[src/rtl/stack_core.sv]
module stack_core #(
  parameter int DW = 16,
  parameter int OW = 8
) (
  input  logic          clk,
  input  logic          rst_n,
  output logic [DW-1:0] pc,
  input  logic [OW-1:0] op,
  input  logic [DW-1:0] arg,
  output logic [DW-1:0] mem_addr,
  output logic [DW-1:0] mem_wdata,
  output logic          mem_wr,
  output logic          mem_rd,
  input  logic [DW-1:0] mem_rdata,
  output logic          halted
);
  localparam logic [OW-1:0] OP_NOP  = OW'(0);
  localparam logic [OW-1:0] OP_PSHA = OW'(1);
  localparam logic [OW-1:0] OP_POP  = OW'(2);
  localparam logic [OW-1:0] OP_LDA  = OW'(3);
  localparam logic [OW-1:0] OP_GETR = OW'(4);
  localparam logic [OW-1:0] OP_PEEK = OW'(5);
  localparam logic [OW-1:0] OP_SETR = OW'(6);
  localparam logic [OW-1:0] OP_PSHT = OW'(8);
  localparam logic [DW-1:0] STOP_PC = '1;
  localparam logic [DW-1:0] ONE     = DW'(1);

  logic [DW-1:0] pc_q, sp_q, tmp_q, ra_q, rb_q, rc_q, rd_q;
  logic [DW-1:0] sp_dec, sel_val;
  logic          wait_q, run, exec;

  assign pc     = pc_q;
  assign halted = (pc_q == STOP_PC);
  assign run    = !halted;
  assign exec   = run && !wait_q;
  assign sp_dec = sp_q - ONE;

  always_comb begin
    case (arg)
      DW'(0):  sel_val = pc_q;
      DW'(1):  sel_val = sp_q;
      DW'(2):  sel_val = ra_q;
      DW'(3):  sel_val = rb_q;
      DW'(4):  sel_val = rc_q;
      DW'(5):  sel_val = rd_q;
      default: sel_val = '0;
    endcase
  end

  always_comb begin
    mem_wr    = 1'b0;
    mem_rd    = 1'b0;
    mem_addr  = sp_q;
    mem_wdata = '0;
    if (exec) begin
      case (op)
        OP_PSHA: begin mem_wr = 1'b1; mem_wdata = arg; end
        OP_POP:  begin mem_wr = 1'b1; mem_addr = sp_dec; end
        OP_PEEK: begin mem_rd = 1'b1; mem_addr = sp_dec; end
        OP_PSHT: begin mem_wr = 1'b1; mem_wdata = tmp_q; end
        default: ;
      endcase
    end
  end

  always_ff @(posedge clk) begin
    if (!rst_n) begin
      pc_q <= '0; sp_q <= '0; tmp_q <= '0; wait_q <= 1'b0;
      ra_q <= '0; rb_q <= '0; rc_q <= '0; rd_q <= '0;
    end else if (run) begin
      if (wait_q) begin
        tmp_q  <= mem_rdata;
        wait_q <= 1'b0;
        pc_q   <= pc_q + ONE;
      end else begin
        pc_q <= pc_q + ONE;
        case (op)
          OP_PSHA, OP_PSHT: sp_q <= sp_q + ONE;
          OP_POP:  sp_q  <= sp_dec;
          OP_LDA:  tmp_q <= arg;
          OP_GETR: tmp_q <= sel_val;
          OP_PEEK: begin wait_q <= 1'b1; pc_q <= pc_q; end
          OP_SETR: begin
            case (arg)
              DW'(0):  pc_q <= tmp_q;
              DW'(1):  sp_q <= tmp_q;
              DW'(2):  ra_q <= tmp_q;
              DW'(3):  rb_q <= tmp_q;
              DW'(4):  rc_q <= tmp_q;
              DW'(5):  rd_q <= tmp_q;
              default: ;
            endcase
          end
          default: ;
        endcase
      end
    end
  end

  assert_halt_quiet_R1: assert property (@(posedge clk) disable iff (!rst_n)
    halted |-> (!mem_wr && !mem_rd));
  assert_halt_hold_R1: assert property (@(posedge clk) disable iff (!rst_n)
    halted |=> ($stable(pc) && $stable(sp_q) && $stable(tmp_q)));
  assert_nop_R2: assert property (@(posedge clk) disable iff (!rst_n)
    (exec && op == OP_NOP) |=> (pc_q == $past(pc_q) + ONE && $stable(sp_q) && $stable(tmp_q)));
  assert_push_sp_R3: assert property (@(posedge clk) disable iff (!rst_n)
    (exec && op == OP_PSHA) |=> (sp_q == $past(sp_q) + ONE));
  assert_pop_zero_R4: assert property (@(posedge clk) disable iff (!rst_n)
    (exec && op == OP_POP) |=> (sp_q == $past(sp_q) - ONE && $past(mem_wdata) == '0));
  assert_peek_wait_R7: assert property (@(posedge clk) disable iff (!rst_n)
    (exec && op == OP_PEEK) |=> ($stable(pc_q) && $stable(sp_q) && !mem_rd && !mem_wr));
  assert_jump_R9: assert property (@(posedge clk) disable iff (!rst_n)
    (exec && op == OP_SETR && arg == '0) |=> (pc_q == $past(tmp_q)));
  assert_strobe_excl_R12: assert property (@(posedge clk) disable iff (!rst_n)
    !(mem_wr && mem_rd));
endmodule

[config.mk]
export PLATFORM = sky130hd
export DESIGN_NAME = stack_core
export DESIGN_NICKNAME = d
export VERILOG_FILES = /design/src/rtl/stack_core.sv
export SDC_FILE = /design/constraint.sdc
export NUM_CORES = 1
export LEC_CHECK = 0
export BUFFER_PORTS_ARGS = -buffer_cell sky130_fd_sc_hd__buf_2
export CAP_MARGIN = 20
export CORE_MARGIN = 2
export CORE_UTILIZATION = 53
export CTS_CLUSTER_DIAMETER = 200
export DETAILED_ROUTE_END_ITERATION = 7
export GPL_TIMING_DRIVEN = 0
export PLACE_DENSITY = 0.76
export SLEW_MARGIN = 5
export SYNTH_ARGS = -nofsm -noshare
export SYNTH_HDL_FRONTEND = slang
export SYNTH_SLANG_ARGS = --single-unit
[constraint.sdc]
create_clock -name clk -period 3.5 [get_ports clk]
set_input_delay 0.525 -clock clk [delete_from_list [all_inputs] [get_ports clk]]
set_output_delay 0.525 -clock clk [all_outputs]
set_load 0.02 [all_outputs]
==> qor.csv, run 1 <==
metric,value,unit
status,finished with violations,
violations,design-rule violations,
critical_path.most_common_cell,sky130_fd_sc_hd__buf_2,
fp-row-count,42,
share_seq_of_total_power,0.387,
finalHoldViolCount,0,
crit-reg2reg-capture,tmp_q[0],
maximum_number_of_pins_on_one_net_before_global_route_repair,20,
synthesized_area_per_cell,7.77,um^2
clock_tree.htree_level_count,4,
ff_latch_count_synth,113,
hp-start,ra_q[12],
routed_wl,29000,um
total_switching_power,0.774,mW
placeableCoreArea,13200,um^2
sw_frac_of_total,0.230,
power.combinational.fraction,0.055,
worst_skew_pair.late_latency,430,ps
most-common-layout-cells,"sky130_fd_sc_hd__nand2_1 (115), sky130_fd_sc_hd__dfxtp_1 (112), sky130_fd_sc_hd__buf_2 (99), sky130_fd_sc_hd__clkbuf_1 (73), sky130_fd_sc_hd__o21ai_0 (62)",
tritoncts.num_buffers,17,
whs_path_depth,2,
cp_slowest_cell,sky130_fd_sc_hd__or4_4,
depth_of_the_critical_timing_path_with_buffers_and_inverters_included,8,
power.internal,2.59,mW
numClockSinks,113,
synth_top_flop_cell,sky130_fd_sc_hd__dfxtp_1,
die-area,14400,um^2
syn_area,7130,um^2
cts_hold_buffers,0,
asyncSetResetFlopFracSynth,0,
grt_setup_unrepaired,no,
drt.antenna.violating_nets,0,
irDropWorstVdd,0.356,mV
final.period_utilization,0.958,
buf_inv_stages_crit_path,3,
cts.root.buffer_cell,sky130_fd_sc_hd__clkbuf_16,
final_cell_area,8530,um^2
slew-limit-headroom,0.276,
timing.critical_path.required,2970,ps
reg2reg_setup_slack,400,ps
area_delta_synth_final,19.6,%
post-place-ws,-1020,ps
r2r_start,pc[1],
post_drt_via_cell_ratio,6.97,
grt_antenna_before_repair,0,
clk_transition_reported_paths,60,ps
max_incr_delay_on_cp,650,ps
cp-startpoint,pc[1],
min_period,3350,ps
post_synth_inst_count,918,
power-per-cell-area,395,nW/um^2
mostFrequentLayoutCell,sky130_fd_sc_hd__nand2_1,
post_synthesis_net_count,963,
initialDrtViolationCount,1470,
gpl_wtd_cong,1.01,
hold_end,ra_q[12],
die-width,120,um
power.static_leakage,3.38,nW
grt_most_used_layer,met2,
fillers,1201,
ios,93,
use_met3,0.0984,
worst_hold_path_type,flop to flop,
worstMarginPinSlew,1080,ps
count_of_maximum_capacitance_violations,0,
clock_skew,6.91,ps
clock_tree_from_tritoncts,done,
worst-path-max-fanout,19,
dr.pass1.iters,8,
worst-setup-path-type,flop to output pin,
cp_arrival,2830,ps
final_net_count,1071,
vias,8450,
path_delay_family,simple AND/OR/NAND/NOR gates,
yosysSeqAreaShare,0.317,
clock_path_buffers,2,
gr-usage-met1,0.528,
grt_pass1_vias,7632,
post_place_instance_area,7790,um^2
dp.final_hpwl,20700,um
max_freq,0.298,GHz
layout-drive-gt1-share,0.176,
timing.critical_path.cells,ha_2 -> nand3_2 -> or4_4 -> o21ai_4 -> buf_6 -> buf_2 -> nor2_1 -> buf_2,
detail_route.drc_violations,2,
dieHeight,120,um
yosysWarnings,0,
setup-tns-final,0,ps
timing.reg2reg.worst_path_depth,7,
synth_enable_flop_cells,0,
global_route.usage.met2,0.577,
timing.critical_path.to_type,output pin,
overflow,0,
number_of_distinct_library_cells_after_synthesis,72,
pins_over_slew_limit,0,
fin_ws,148,ps
grt_pass1_wl,43900,um
final-setup-viol-count,0,
total_global_routing_track_utilization,0.399,
wl_per_cell,23.9,um
initial_core_util,0.541,
power.clock.fraction,0.559,
io_buffers,88,
critical_path.startpoint_type,flop,
final cells by class:
class,count,area (um^2),area share
Buffer,93,372,0.0436
Clock buffer,18,429,0.0503
Multi-Input combinational cell,682,4490,0.526
Inverter,28,105,0.0123
Sequential cell,113,2260,0.265
Antenna cell,1,2.50,0.000293
Timing Repair Buffer,91,463,0.0543
Clock inverter,11,189,0.0221
Tap cell,176,220,0.0258
stage by stage:
stage                     total power, mW  instances  hold slack [ps]   util
after global placement               1.50       1182              446  0.591
after CTS                            3.34       1212              459  0.643
after global routing                 3.43       1212              479  0.647
after floorplan                      1.42        918              435      -
after detailed placement             1.50       1182              452  0.591
final                                3.37       1213              462  0.647
state kept, by name, summed over array words and instances, names as in the netlist:
register  cells
rc_q         16
rb_q         16
pc           16
sp_q         16
ra_q         16
tmp_q        16
wait_q        1
rd_q         16
power by group through the flow:
stage | Sequential [mW] | Combinational, mW | Clock [mW]
after floorplan | 1.33 | 0.0946 | 0
after global placement | 1.33 | 0.170 | 0
final | 1.30 | 0.185 | 1.88
after global routing | 1.30 | 0.194 | 1.94
after CTS | 1.30 | 0.174 | 1.87
after detailed placement | 1.33 | 0.171 | 0
kinds of logic after synthesis:
group / share of synthesized area
compound gates: 0.265
flops: 0.317
buf+inv: 0.0670
simple gates: 0.250
mux: 0.0723
fa+ha+maj: 0.00526
xor+xnor: 0.0233
worst max-delay path by stage:
stage                          endpoint  slack [ps]
final                     mem_wdata[12]         150
after global routing      mem_wdata[12]           8
after CTS                  mem_addr[13]          80
after detailed placement    mem_addr[7]       -1020
after global placement     mem_addr[11]       -1010
after floorplan            mem_addr[11]         220
worst min-delay path: stages, from the launching register on:
cell and delay (ps):
sky130_fd_sc_hd__dfxtp_1 310, sky130_fd_sc_hd__nand2_1 50, sky130_fd_sc_hd__mux2i_1 50
metal layers:
layer	wire [um]	vias to the layer above
li1	-	3677
met3	3640	147
met1	11000	3929
met5	0	-
met2	12100	697
met4	2180	0
synthesized netlist by cell type, drive strengths merged, types with 14 or more instances:
master / count / area share
nand2: 115 / 0.061
dfxtp: 113 / 0.32
clkbuf: 74 / 0.039
o21ai: 65 / 0.046
nand3: 53 / 0.037
nor2: 48 / 0.025
mux2i: 47 / 0.066
a22oi: 41 / 0.043
a21oi: 34 / 0.024
nand4: 32 / 0.030
inv: 28 / 0.015
buf: 21 / 0.013
nor4: 20 / 0.022
nor3: 18 / 0.013
xnor2: 18 / 0.022
a22o: 14 / 0.017
repair_timing:
action                                  CTS  global route
pin swaps                                 2             0
endpoints found under the setup margin   33            20
resized for setup                        12             9
gates cloned                              0             0
setup buffers                             3             0
(Power assumes the default switching activity.)
==> run 2: changes to the inputs <==
--- a/config.mk
+++ b/config.mk
@@ -7,12 +7,15 @@
 export LEC_CHECK = 0
 export BUFFER_PORTS_ARGS = -buffer_cell sky130_fd_sc_hd__buf_2
 export CAP_MARGIN = 20
+export CELL_PAD_IN_SITES_DETAIL_PLACEMENT = 0
+export CELL_PAD_IN_SITES_GLOBAL_PLACEMENT = 1
+export CORE_ASPECT_RATIO = 0.8
 export CORE_MARGIN = 2
-export CORE_UTILIZATION = 53
+export CORE_UTILIZATION = 43
 export CTS_CLUSTER_DIAMETER = 200
 export DETAILED_ROUTE_END_ITERATION = 7
 export GPL_TIMING_DRIVEN = 0
-export PLACE_DENSITY = 0.76
+export PLACE_DENSITY = 0.8
 export SLEW_MARGIN = 5
 export SYNTH_ARGS = -nofsm -noshare
 export SYNTH_HDL_FRONTEND = slang
==> run 2 against run 1 <==
The flow now finishes without violations. Combinational power grew 3%. Sequential power about the same. Total power shrank 3.4%. Critical path depth decreased by 1. Die area grew 22%. Clock skew rose by 0.61 ps. Cell count grew 3.9%. Global-route usage shrank 5.3 points.
==> qor.csv, run 2 (same netlist as run 1, synthesis figures left out) <==
metric,value,unit,change
hp-start,ra_q[11],,
clock_path_buffers,2,,unchanged
most-common-layout-cells,"sky130_fd_sc_hd__nand2_1 (115), sky130_fd_sc_hd__dfxtp_1 (111), sky130_fd_sc_hd__buf_2 (99), sky130_fd_sc_hd__clkbuf_1 (72), sky130_fd_sc_hd__o21ai_0 (62)",,
cp_arrival,2870,ps,+40 ps
critical_path.most_common_cell,sky130_fd_sc_hd__clkbuf_1,,
min_period,3390,ps,+42.2 ps
dr.pass1.iters,6,,-2
worst-path-max-fanout,10,,-9
power-per-cell-area,380,nW/um^2,-3.8%
power.static_leakage,3.39,nW,about the same
fin_hold_ws,460,ps,-1.80 ps
grt_pass1_wl,45800,um,+4.2%
timing.critical_path.required,2970,ps,about the same
finalHoldViolCount,0,,unchanged
fp-row-count,42,,unchanged
layout-drive-gt1-share,0.178,,+0.00221
r2r_start,pc[0],,
buf_inv_stages_crit_path,3,,unchanged
count_of_maximum_capacitance_violations,0,,unchanged
max_incr_delay_on_cp,590,ps,-60 ps
clock_tree_from_tritoncts,done,,
gpl_wtd_cong,0.971,,-3.7%
crit-reg2reg-capture,tmp_q[15],,
max_freq,0.295,GHz,-1.2%
ios,93,,unchanged
status,"complete, no violations",,
slew-limit-headroom,0.301,,+0.0250
critical_path.startpoint_type,flop,,
worst_skew_pair.late_latency,430,ps,about the same
initial_core_util,0.435,,-0.106
timing.critical_path.cells,clkbuf_1 -> or4_1 -> clkbuf_1 -> nor4_1 -> nand2_1 -> xnor2_1 -> buf_2,,
final.period_utilization,0.970,,+0.0121
routed_wl,30300,um,+4.6%
final_cell_area,8560,um^2,+0.37%
area_delta_synth_final,20.0,%,
grt_setup_unrepaired,yes,,
hold_end,ra_q[11],,
mostFrequentLayoutCell,sky130_fd_sc_hd__nand2_1,,
detail_route.drc_violations,0,,-2
total_global_routing_track_utilization,0.346,,-0.0528
initialDrtViolationCount,1065,,-28%
worst-setup-path-type,flop to output pin,,
placed_cells_incl_taps,1226,,+3.7%
worst_hold_path_type,flop to flop,,
diodes,0,,-1
final_net_count,1072,,+0.093%
clock_skew,7.52,ps,+0.607 ps
cp_slowest_cell,sky130_fd_sc_hd__nor4_1,,
irDropWorstVdd,0.342,mV,-3.9%
die-width,148,um,+23%
maximum_number_of_pins_on_one_net_before_global_route_repair,20,,unchanged
die-area,17600,um^2,+22%
overflow,0,,unchanged
post_drt_via_cell_ratio,6.50,,-6.7%
timing.critical_path.to_type,output pin,,
power_total,3.25,mW,-3.4%
post_place_instance_area,7850,um^2,+0.71%
numClockSinks,113,,unchanged
layoutNonFillerInstCount,1260,,+3.9%
reg2reg_setup_slack,370,ps,-30 ps
path_delay_family,simple AND/OR/NAND/NOR gates,,
cts.root.buffer_cell,sky130_fd_sc_hd__clkbuf_16,,
grt_pass1_vias,7456,,-2.3%
drt.antenna.violating_nets,0,,unchanged
pins_over_slew_limit,0,,unchanged
dieHeight,119,um,-0.67%
clk_transition_reported_paths,60,ps,about the same
vias,8192,,-3.1%
grt_antenna_before_repair,1,,+1
worstMarginPinSlew,1040,ps,-37.2 ps
wl_per_cell,24.1,um,+0.70%
final-setup-viol-count,0,,unchanged
io_buffers,88,,unchanged
dp.final_hpwl,22600,um,+9.5%
timing.reg2reg.worst_path_depth,8,,+1
clock_tree.htree_level_count,4,,unchanged
placeableCoreArea,16400,um^2,+24%
cts_hold_buffers,0,,unchanged
whs_path_depth,2,,unchanged
tritoncts.num_buffers,17,,unchanged
setup-tns-final,0,ps,unchanged
run 2: timing repair:
item,4_1_cts,5_1_grt
pin swaps,3,0
gates cloned,0,0
setup buffers,4,0
gates resized for setup,13,8
endpoints found under the hold margin,0,0
setup endpoints to repair,33,38
run 2: through the flow:
step	setup slack, ps	util
after floorplan	223	-
after global placement	-1060	0.479
after detailed placement	-1080	0.479
after CTS	18.5	0.520
after global routing	-22.5	0.522
final	106	0.522
run 2: worst max-delay path by stage:
stage / start / to / slack (ps) / cells past startpoint
final: sp_q[5] / mem_addr[15] / 110 / 7
after global routing: sp_q[0] / mem_addr[12] / -20 / 9
after CTS: sp_q[0] / mem_addr[13] / 20 / 7
after detailed placement: op[1] / mem_addr[11] / -1080 / 8
after global placement: op[1] / mem_addr[11] / -1060 / 8
after floorplan: op[1] / mem_addr[11] / 220 / 7
run 2: final cells by class:
class | count | area [um^2]
clock buffers | 18 | 439
multi-input cells | 682 | 4480
fillers | 1668 | 7830
flip-flops and latches | 113 | 2260
well taps | 220 | 275
plain buffers | 92 | 363
inverters | 28 | 105
clock inverters | 14 | 156
repair buffers | 93 | 475
run 2: where the power goes:
| group | internal (mW) | switching [mW] | total (mW) |
|---|---|---|---|
| clock network | 1.07 | 0.685 | 1.76 |
| registers | 1.29 | 0.0105 | 1.30 |
| logic | 0.0547 | 0.137 | 0.191 |
run 2: worst register-to-register path, cell delays in order (launching register included):
cell and delay (ps):
sky130_fd_sc_hd__dfxtp_2 420, sky130_fd_sc_hd__ha_1 250, sky130_fd_sc_hd__nand3_2 180, sky130_fd_sc_hd__or4_4 630, sky130_fd_sc_hd__buf_4 190, sky130_fd_sc_hd__o22ai_1 390
sky130_fd_sc_hd__clkbuf_1 550, sky130_fd_sc_hd__a21oi_1 130, sky130_fd_sc_hd__a32o_1 280
run 2: per-layer routing:
layer,global-route usage,up-vias,share of wire
met5,0.0118,-,0
met4,0.128,0,0.035
met3,0.111,83,0.13
met2,0.460,528,0.40
met1,0.514,3902,0.44
li1,-,3679,-
